## config.mk

```make
export PLATFORM = sky130hd
export DESIGN_NAME = vbc_eval_top
export DESIGN_NICKNAME = d
export VERILOG_FILES = /design/src/rtl/vbc_pkg.sv /design/src/rtl/vbc_counter.sv /design/src/rtl/vbc_elem.sv /design/src/rtl/vbc_seq.sv /design/src/rtl/vbc_eval_top.sv
export SDC_FILE = /design/constraint.sdc
export NUM_CORES = 1
export LEC_CHECK = 0
export ABC_CLOCK_PERIOD_IN_PS = 4430
export BUFFER_PORTS_ARGS = -buffer_cell sky130_fd_sc_hd__buf_2
export CORE_MARGIN = 2
export CORE_UTILIZATION = 52
export DETAILED_ROUTE_END_ITERATION = 8
export GPL_ROUTABILITY_DRIVEN = 0
export GPL_TIMING_DRIVEN = 1
export PLACE_DENSITY = 0.77
export SETUP_SLACK_MARGIN = 0.15
export SYNTH_ARGS = -nofsm -noshare
export SYNTH_HDL_FRONTEND = slang
export SYNTH_SLANG_ARGS = --single-unit
```

## constraint.sdc

```tcl
create_clock -name clk -period 4.43 [get_ports clk]
set_clock_uncertainty 0.1 [all_clocks]
set_input_delay 0.443 -clock clk [delete_from_list [all_inputs] [get_ports clk]]
set_output_delay 0.443 -clock clk [all_outputs]
set_load 0.01 [all_outputs]
```

## src/rtl/vbc_pkg.sv

```systemverilog
package vbc_pkg;

    localparam int CTR_W = 64;

    typedef enum logic [1:0] {
        ST_IDLE = 2'd0,
        ST_RUN  = 2'd1,
        ST_FIN  = 2'd2
    } vbc_state_e;

    // decoded branch control field
    typedef struct packed {
        logic ign_cond;
        logic want_cond;
        logic ign_ctr;
        logic ctr_pol;
    } bctl_t;

    // reduction, truncation and inverted-test mode bits
    typedef struct packed {
        logic and_reduce;
        logic masked_val;
        logic trunc_en;
        logic trunc_match;
        logic trunc_incl;
        logic inv_en;
        logic inv_pol;
    } vmode_t;

    // per-element evaluation result
    typedef struct packed {
        logic skip;
        logic comb;
        logic dec;
    } elem_res_t;

    function automatic bctl_t decode_bctl(input logic [4:0] f);
        bctl_t b;
        b.ign_cond  = f[4];
        b.want_cond = f[3];
        b.ign_ctr   = f[2];
        b.ctr_pol   = f[1];
        return b;
    endfunction

endpackage

```

## src/rtl/vbc_counter.sv

```systemverilog
module vbc_counter
    import vbc_pkg::*;
#(
    parameter int CW = CTR_W
) (
    input  logic          clk,
    input  logic          rst,
    input  logic          load,
    input  logic [CW-1:0] ld_val,
    input  logic          ld_wide,
    input  logic          dec,
    output logic [CW-1:0] ctr_q,
    output logic          nz
);
    localparam int HALF = CW / 2;

    logic wide_q;

    always_ff @(posedge clk) begin
        if (rst) begin
            ctr_q  <= '0;
            wide_q <= 1'b0;
        end else if (load) begin
            ctr_q  <= ld_val;
            wide_q <= ld_wide;
        end else if (dec) begin
            ctr_q  <= ctr_q - CW'(1);
        end
    end

    assign nz = wide_q ? (|ctr_q) : (|ctr_q[HALF-1:0]);

    AST_CTR_UNIT_STEP: assert property (@(posedge clk) disable iff (rst)
        !load |=> (ctr_q == $past(ctr_q)) || (ctr_q == $past(ctr_q) - CW'(1)));

    AST_CTR_LOAD: assert property (@(posedge clk) disable iff (rst)
        load |=> ctr_q == $past(ld_val));

endmodule

```

## src/rtl/vbc_elem.sv

```systemverilog
module vbc_elem
    import vbc_pkg::*;
(
    input  bctl_t     bc,
    input  vmode_t    md,
    input  logic      ctr_nz,
    input  logic      mask_bit,
    input  logic      cond_bit,
    output elem_res_t res
);
    logic ctr_ok;
    logic test_bit;
    logic el_ok;
    logic suppress;

    always_comb begin
        ctr_ok   = bc.ign_ctr | (ctr_nz ^ bc.ctr_pol);
        res.skip = !mask_bit && !bc.ign_ctr && md.inv_en && !md.inv_pol;
        test_bit = mask_bit ? cond_bit : md.masked_val;
        el_ok    = bc.ign_cond | ~(test_bit ^ bc.want_cond);
        suppress = md.inv_en && (el_ok ^ md.inv_pol);
        res.dec  = res.skip | (!bc.ign_ctr && !suppress);
        res.comb = el_ok & ctr_ok;
    end

endmodule

```

## src/rtl/vbc_seq.sv

```systemverilog
module vbc_seq
    import vbc_pkg::*;
#(
    parameter int MAXVL = 8,
    parameter int VLW   = 4
) (
    input  logic             clk,
    input  logic             rst,
    input  logic             start,
    input  logic [VLW-1:0]   vl_in,
    input  logic [MAXVL-1:0] cond_in,
    input  logic [MAXVL-1:0] mask_in,
    input  bctl_t            bctl_in,
    input  vmode_t           mode_in,
    input  elem_res_t        res,
    output logic             load,
    output bctl_t            bctl_q,
    output vmode_t           mode_q,
    output logic             cur_cond,
    output logic             cur_mask,
    output logic             dec_en,
    output logic             done,
    output logic             busy,
    output logic             taken,
    output logic [VLW-1:0]   vl_q
);
    localparam logic [VLW-1:0] VL_CAP = VLW'(MAXVL);

    vbc_state_e       st_q;
    logic [VLW-1:0]   idx_q;
    logic             acc_q;
    logic [MAXVL-1:0] cond_q;
    logic [MAXVL-1:0] mask_q;

    logic             running;
    logic             last;
    logic             hit_trunc;
    logic             early;
    logic             stop;
    logic             acc_n;
    logic [VLW-1:0]   trunc_vl;
    logic [VLW-1:0]   vl_clamped;

    // element select
    always_comb begin
        cur_cond = 1'b0;
        cur_mask = 1'b0;
        for (int i = 0; i < MAXVL; i++) begin
            if (idx_q == VLW'(i)) begin
                cur_cond = cond_q[i];
                cur_mask = mask_q[i];
            end
        end
    end

    always_comb begin
        running    = (st_q == ST_RUN);
        load       = start && (st_q == ST_IDLE);
        dec_en     = running && res.dec;
        last       = (idx_q == vl_q - VLW'(1));
        hit_trunc  = !res.skip && mode_q.trunc_en && (res.comb == mode_q.trunc_match);
        early      = !res.skip && (mode_q.and_reduce != res.comb);
        stop       = last || hit_trunc || early;
        trunc_vl   = mode_q.trunc_incl ? (idx_q + VLW'(1)) : idx_q;
        vl_clamped = (vl_in > VL_CAP) ? VL_CAP : vl_in;
        if (res.skip)
            acc_n = acc_q;
        else if (mode_q.and_reduce)
            acc_n = acc_q & res.comb;
        else
            acc_n = acc_q | res.comb;
    end

    always_ff @(posedge clk) begin
        if (rst) begin
            st_q   <= ST_IDLE;
            idx_q  <= '0;
            acc_q  <= 1'b0;
            vl_q   <= '0;
            cond_q <= '0;
            mask_q <= '0;
            bctl_q <= '0;
            mode_q <= '0;
        end else begin
            case (st_q)
                ST_IDLE: begin
                    if (start) begin
                        cond_q <= cond_in;
                        mask_q <= mask_in;
                        bctl_q <= bctl_in;
                        mode_q <= mode_in;
                        idx_q  <= '0;
                        acc_q  <= mode_in.and_reduce;
                        vl_q   <= vl_clamped;
                        st_q   <= (vl_in == '0) ? ST_FIN : ST_RUN;
                    end
                end
                ST_RUN: begin
                    acc_q <= acc_n;
                    if (hit_trunc)
                        vl_q <= trunc_vl;
                    if (stop)
                        st_q <= ST_FIN;
                    else
                        idx_q <= idx_q + VLW'(1);
                end
                ST_FIN: st_q <= ST_IDLE;
                default: st_q <= ST_IDLE;
            endcase
        end
    end

    assign done  = (st_q == ST_FIN);
    assign busy  = (st_q != ST_IDLE);
    assign taken = acc_q;

    AST_DONE_ONE_CYCLE: assert property (@(posedge clk) disable iff (rst)
        done |=> !done);

    AST_HOLD_WHEN_IDLE: assert property (@(posedge clk) disable iff (rst)
        (st_q == ST_IDLE && !start) |=> ($stable(acc_q) && $stable(vl_q)));

    AST_IDX_IN_RANGE: assert property (@(posedge clk) disable iff (rst)
        running |-> (idx_q < vl_q) && (vl_q <= VL_CAP));

    AST_VL_NEVER_GROWS: assert property (@(posedge clk) disable iff (rst)
        running |=> vl_q <= $past(vl_q));

    AST_ZERO_VL_DONE: assert property (@(posedge clk) disable iff (rst)
        (st_q == ST_IDLE && start && vl_in == '0) |=> done);

    AST_AND_FAIL_STOPS: assert property (@(posedge clk) disable iff (rst)
        (running && mode_q.and_reduce && !res.skip && !res.comb) |=> (done && !taken));

endmodule

```

## src/rtl/vbc_eval_top.sv

```systemverilog
module vbc_eval_top
    import vbc_pkg::*;
#(
    parameter int MAXVL = 8,
    localparam int VLW  = $clog2(MAXVL + 1)
) (
    input  logic             clk,
    input  logic             rst,
    input  logic             start,
    input  logic [4:0]       bctl,
    input  logic [MAXVL-1:0] cond_vec,
    input  logic [MAXVL-1:0] pred_mask,
    input  logic [63:0]      ctr_in,
    input  logic             wide_mode,
    input  logic             and_reduce,
    input  logic             masked_val,
    input  logic             trunc_en,
    input  logic             trunc_match,
    input  logic             trunc_incl,
    input  logic             inv_test_en,
    input  logic             inv_test_pol,
    input  logic [VLW-1:0]   vl_in,
    output logic             busy,
    output logic             done,
    output logic             taken,
    output logic [63:0]      ctr_out,
    output logic [VLW-1:0]   vl_out
);
    bctl_t     bctl_d;
    bctl_t     bctl_q;
    vmode_t    mode_d;
    vmode_t    mode_q;
    elem_res_t res;
    logic      load;
    logic      dec_en;
    logic      cur_cond;
    logic      cur_mask;
    logic      ctr_nz;

    always_comb begin
        bctl_d             = decode_bctl(bctl);
        mode_d.and_reduce  = and_reduce;
        mode_d.masked_val  = masked_val;
        mode_d.trunc_en    = trunc_en;
        mode_d.trunc_match = trunc_match;
        mode_d.trunc_incl  = trunc_incl;
        mode_d.inv_en      = inv_test_en;
        mode_d.inv_pol     = inv_test_pol;
    end

    vbc_seq #(.MAXVL(MAXVL), .VLW(VLW)) seq_i (
        .clk      (clk),
        .rst      (rst),
        .start    (start),
        .vl_in    (vl_in),
        .cond_in  (cond_vec),
        .mask_in  (pred_mask),
        .bctl_in  (bctl_d),
        .mode_in  (mode_d),
        .res      (res),
        .load     (load),
        .bctl_q   (bctl_q),
        .mode_q   (mode_q),
        .cur_cond (cur_cond),
        .cur_mask (cur_mask),
        .dec_en   (dec_en),
        .done     (done),
        .busy     (busy),
        .taken    (taken),
        .vl_q     (vl_out)
    );

    vbc_counter #(.CW(CTR_W)) ctr_i (
        .clk     (clk),
        .rst     (rst),
        .load    (load),
        .ld_val  (ctr_in),
        .ld_wide (wide_mode),
        .dec     (dec_en),
        .ctr_q   (ctr_out),
        .nz      (ctr_nz)
    );

    vbc_elem elem_i (
        .bc       (bctl_q),
        .md       (mode_q),
        .ctr_nz   (ctr_nz),
        .mask_bit (cur_mask),
        .cond_bit (cur_cond),
        .res      (res)
    );

endmodule

```

==> results of run 1 <==
==> registers in the layout, summed over array words and instances (netlist names) <==
register / count
ctr_i.wide_q: 1
seq_i.taken: 1
seq_i.bctl_q: 4
seq_i.idx_q: 4
seq_i.mode_q: 7
seq_i.vl_q: 4
seq_i.cond_q: 8
ctr_i.ctr_q: 64
seq_i.st_q: 2
seq_i.mask_q: 8
==> final timing paths <==
kind,from,to,slack (ps),depth (start not counted)
max,seq_i.idx_q[1]$_SDFFE_PP0P_,seq_i.idx_q[3]$_SDFFE_PP0P_,330,12
min,bctl[2],seq_i.bctl_q[1]$_SDFFE_PP0P_,200,3
max reg2reg,seq_i.idx_q[1]$_SDFFE_PP0P_,seq_i.idx_q[3]$_SDFFE_PP0P_,330,12
min reg2reg,seq_i.mask_q[5]$_SDFFE_PP0P_,seq_i.mask_q[5]$_SDFFE_PP0P_,360,2
==> final cells by class <==
| class | count | area (sq um) | area share |
|---|---|---|---|
| flip-flops and latches | 103 | 2060 | 0.310 |
| inverters | 17 | 63.8 | 0.00960 |
| clock buffers | 12 | 135 | 0.0203 |
| multi-input cells | 538 | 3290 | 0.496 |
| clock inverters | 2 | 10.0 | 0.00151 |
| repair buffers | 177 | 908 | 0.137 |
| well taps | 136 | 170 | 0.0256 |
==> cells in the final DEF, fill, tap and decap left out, types with 9 or more instances in the layout <==
cell type / Yosys / routed
clkbuf_8: 0 / 9
xor2_1: 23 / 23
nand2_1: 81 / 80
a311oi_1: 9 / 9
buf_4: 0 / 9
a21oi_1: 43 / 43
nor4_1: 29 / 28
or3_1: 22 / 22
dfxtp_1: 103 / 102
a211oi_1: 54 / 54
buf_2: 1 / 168
nor3_1: 26 / 26
nand4_1: 9 / 9
nand3_1: 13 / 13
o21ai_0: 15 / 15
xnor2_1: 37 / 37
inv_1: 17 / 17
nor2_1: 87 / 87
or4_1: 11 / 10
==> critical path: cells and delay by family (launching register included) <==
kind | cells | cell delay (ps)
AO/OA/AOI/OAI | 5 | 1310
adder cells (fa/ha/maj) | 1 | 250
multiplexers | 1 | 420
buffers and inverters | 1 | 110
AND/OR/NAND/NOR | 4 | 1370
flip-flops | 1 | 490
==> where the power goes <==
group	switching, mW	internal [mW]
sequential	0.108	1.02
clock	0.312	0.198
combinational	0.353	0.264
total	0.773	1.48
==> timing repair <==
action                                  4_1_cts  5_1_grt
hold buffers                                  0        0
endpoints found under the setup margin        0       34
resized for setup                             0        4
==> stage by stage <==
| step | area (sq um) | hold WS, ps | setup slack [ps] |
|---|---|---|---|
| 2_1_floorplan | 5580 | 336 | 539 |
| 3_3_place_gp | 6480 | 342 | 410 |
| 3_5_place_dp | 6480 | 350 | 315 |
| 4_1_cts | 6630 | 196 | 274 |
| 5_1_grt | 6650 | 205 | 145 |
| 6_report | 6650 | 201 | 330 |
==> routing by layer <==
layer / up-vias / wire length [um]
li1: 2817 / -
met1: 2669 / 6720
met2: 195 / 7530
met3: 33 / 912
met4: 0 / 388
met5: - / 0
==> cells by family after synthesis <==
group / after synthesis
AOI/OAI and AO/OA: 150
buffers and inverters: 65
adders and majority gates: 8
DFF: 103
muxes: 6
and+or+nand+nor: 314
xor gates and xnor gates: 60
==> flow_summary.ini, run 1 <==
[outcome]
status = completed

[routing]
wl_per_cell_um = 15.8
via_count = 5714
drtPass1Iterations = 4
post-route-drc-count = 0
drt-total-wl_um = 15600
viasPerCell = 5.80
drt-initial-drc-count = 371
final_antenna_net_count = 0

[cells_and_area]
final-instance-count-excl-fill = 985
nets = 953
antenna_cells = 0
final_util = 0.641
n_fill_cell = 927
drive_gt1_frac = 0.247
synthToLayoutAreaGrowth_pct = 19.1

[timing]
setup_viol = 0
period_needed_ps = 4100
max-slew-margin-rel = 0.262
worst_slew_pin_slew_ps = 1110
maxSlewViolCount = 0
finalHoldViolations = 0
fmax_mhz = 244
min_period_over_period = 0.925
setup-tns-final_ps = 0
rsz0062_at_grt = yes

[global_routing]
gr-usage-met3 = 0.0424
antenna_found_initial = 0
grt-busiest-layer = met2
grt_first_pass_wirelength_um = 24700
globalRouteMet2Util = 0.437
grt_max_degree = 105
grt.total_usage = 0.265
use_met1 = 0.342
grt_pass1_vias = 5391
overflow = 0

[synth]
muxShareOfSynthArea = 0.0112
synthXorXnorAreaFrac = 0.0941
synth-simple-area-share = 0.279
synthAdderAreaFrac = 0.0175
synth_top_family_by_area = simple AND/OR/NAND/NOR gates
synthTopCellsByArea = dfxtp_1 37%, a211oi_1 7.3%, nor2_1 5.9%
synth.most_common_cell = dfxtp_1
synth_cells = 706
synth.distinct_cells = 59
yosys_warnings = 0
ys.flop_type = dfxtp_1
synth_fp_nets = 813
synth_top_cell_by_area = dfxtp_1
ys_async_sr_fraction = 0
synth-seq-cells = 103
syn_area_sq_um = 5580
synth_top_area_frac = 0.369
synth_common_cells = 103 x dfxtp_1, 87 x nor2_1, 81 x nand2_1
synth_compound_gate_area_share = 0.183
yosysSeqAreaShare = 0.369
avgSynthCellArea_sq_um = 7.91
synth_edf_count = 0

[power]
vdd.ir_drop.worst_uv = 178
p_leak_nw = 2.67
power_mw = 2.25
power_density_nw_per_um2 = 339

[floorplan]
initial_core_util = 0.538
die_x_um = 108
dieArea_sq_um = 11600
rows = 37
placeableCoreArea_sq_um = 10400
die_h_um = 108
ios = 171

[placement]
io_buffer_count = 169
place_hpwl_um = 11100
placedCellCount = 971

[clock_network]
htreeDepth = 3
cts_tree = done
cts.clk_slew.worst_paths_ps = 90
clock-sinks = 103
worstSkewPairLatency_ps = 370
cts_setup_buffers = 0
clock_path_buffers = 2
cts-buffers-inserted = 9
cts_root_buffer = clkbuf_8

[min_path]
hold_path_class = in -> reg

[critical_path]
worst_path_max_delay_cell = or4_4
crit_path_end_kind = register
cp_max_fo = 10
crit_arrival_ps = 4310
worstSetupPathType = reg -> reg
start_kind = register
crit_chain = inv_1 -> ha_1 -> nor3b_1 -> a2111oi_0 -> nor2_1 -> a21oi_1 -> mux2_2 -> or4_1 -> a41o_1 -> or4_4 -> o21ai_0 -> a31o_2
slowest_delay_ps = 610
worst-endpoint-required_ps = 4650

[run]
cap_violations = 0
Note: power is estimated with default switching activity, not from simulation.
==> inputs of run 2 (changes only) <==
Settings changed: ABC_CLOCK_PERIOD_IN_PS 4430 to 4700.
Clock period 4.43 ns to 4.7 ns, I/O delays scaled along.
==> run 2 against run 1 <==
Effect of this change:
- sequential power down 6%
- highest routed layer unchanged
- clock power up 3%
- setup slack better by 210 ps
- largest cell class unchanged
- largest power group unchanged
- flip-flop and latch count unchanged
==> flow_summary.ini, run 2 (synthesis gave the netlist of run 1 again) <==
[outcome]
status = completed

[clock_network]
clock-sinks = 103
cts.clk_slew.worst_paths_ps = 90
cts_hold_buffers = 0
cts_tree = done
worstSkewPairLatency_ps = 380
cts_setup_buffers = 0
cts-buffers-inserted = 9
cts_root_buffer = clkbuf_8
cts_resized = 0
clock_path_buffers = 2
htreeDepth = 3

[min_path]
worstHoldPathCells = 3
hold_path_end = seq_i.cond_q[5]$_SDFFE_PP0P_
hold_path_class = in -> reg
hold_start = cond_vec[5]

[routing]
viasPerCell = 5.80
via_count = 5722
final_antenna_net_count = 0
drtPass1Iterations = 5
post-route-drc-count = 0
wl_per_cell_um = 15.6
drt-initial-drc-count = 370
drt-total-wl_um = 15400

[global_routing]
globalRouteMet2Util = 0.444
grt.total_usage = 0.266
grt_max_degree = 96
grt-busiest-layer = met2
grt_pass1_vias = 5431
grt_first_pass_wirelength_um = 25000
use_met1 = 0.344
gr-usage-met3 = 0.0436
overflow = 0
antenna_found_initial = 0

[power]
power_mw = 2.16
p_leak_nw = 2.68
vdd.ir_drop.worst_uv = 240
power_density_nw_per_um2 = 325

[critical_path]
cp_max_fo = 8
reg2reg_from = seq_i.idx_q[0]$_SDFFE_PP0P_
crit_arrival_ps = 4350
crit_path_end_kind = register
r2r-end = ctr_i.ctr_q[21]$_SDFFE_PP0P_
start_kind = register
reg2reg_depth = 12
slowest_delay_ps = 700
worstSetupPathType = reg -> reg
worst_path_max_delay_cell = or4b_2
r2r_setup_slack_ps = 540
crit_chain = inv_1 -> ha_1 -> nor3b_1 -> a2111oi_0 -> nor2_1 -> a21oi_1 -> mux2_2 -> nor3_2 -> o21ai_1 -> or4b_2 -> xor2_1 -> a211oi_1
worst-endpoint-required_ps = 4900
cp-startpoint = seq_i.idx_q[0]$_SDFFE_PP0P_

[cells_and_area]
n_fill_cell = 897
largest_register_ffs = 64
layout_common_cells = 168 x buf_2, 103 x dfxtp_1, 87 x nor2_1, 80 x nand2_1, 54 x a211oi_1
top_regs = ctr_i.ctr_q: 64 flops, seq_i.cond_q: 8 flops, seq_i.mask_q: 8 flops
nets = 952
synthToLayoutAreaGrowth_pct = 19.3
antenna_cells = 0
drive_gt1_frac = 0.246
final_common_cell = buf_2
fin_area_sq_um = 6660
top_register = ctr_i.ctr_q

[timing]
rsz0062_at_grt = no
fin_ws_ps = 543
period_needed_ps = 4160
setup_viol = 0
finalHoldViolations = 0
maxSlewViolCount = 0
min_period_over_period = 0.885
max-slew-margin-rel = 0.198
setup-tns-final_ps = 0
fmax_mhz = 241
worst_slew_pin_slew_ps = 1200

[placement]
dpl_worst_slack_ps = 413
placed_cell_area_sq_um = 6480
io_buffer_count = 169
place_hpwl_um = 11100

[run]
cap_violations = 0

[floorplan]
ios = 171
die_h_um = 108
initial_core_util = 0.538
dieArea_sq_um = 11600
rows = 37
die_x_um = 108
placeableCoreArea_sq_um = 10400
-- run 2: final cells by class --
cell class / instances / area, sq um / share of cell area
flip-flops and latches: 103 / 2060 / 0.310
repair buffers: 176 / 901 / 0.135
clock inverters: 3 / 17.5 / 0.00263
clock buffers: 13 / 159 / 0.0239
inverters: 17 / 63.8 / 0.00958
multi-input cells: 538 / 3290 / 0.493
well taps: 136 / 170 / 0.0256
-- run 2: stage by stage --
stage                      util  instances  hold WS (ps)
after detailed placement  0.625        970           354
final                     0.642        986           226
after global placement    0.625        970           342
after floorplan               -        706           336
after CTS                 0.642        986           213
after global routing      0.642        986           222
-- run 2: worst max path at each step --
stage / end / cells past startpoint / slack [ps]
finish: ctr_i.ctr_q[21]$_SDFFE_PP0P_ / 12 / 540
global route: ctr_i.ctr_q[63]$_SDFFE_PP0P_ / 12 / 240
CTS: ctr_i.ctr_q[21]$_SDFFE_PP0P_ / 12 / 370
detailed placement: ctr_i.ctr_q[21]$_SDFFE_PP0P_ / 12 / 410
global placement: ctr_i.ctr_q[21]$_SDFFE_PP0P_ / 12 / 520
floorplan: seq_i.idx_q[1]$_SDFFE_PP0P_ / 15 / 810
-- run 2: critical path, delay by kind of cell, from the launching register on --
kind	cells	cell delay [ps]
buffers and inverters	1	140
XOR/XNOR	1	160
flip-flops	1	510
AO/OA/AOI/OAI	4	1140
AND/OR/NAND/NOR	4	1320
adder cells (fa/ha/maj)	1	280
multiplexers	1	420
-- run 2: power breakdown --
part           internal [mW]  total, mW  switching, mW
clock network          0.221      0.526          0.305
registers              0.959       1.06          0.101
logic                  0.244      0.575          0.330
total                   1.42       2.16          0.736
-- run 2: metal layers --
metal  wire [um]  up-vias
li1            -     2820
met1        6660     2668
met2        7460      210
met3         987       24
met4         299        0
met5           0        -
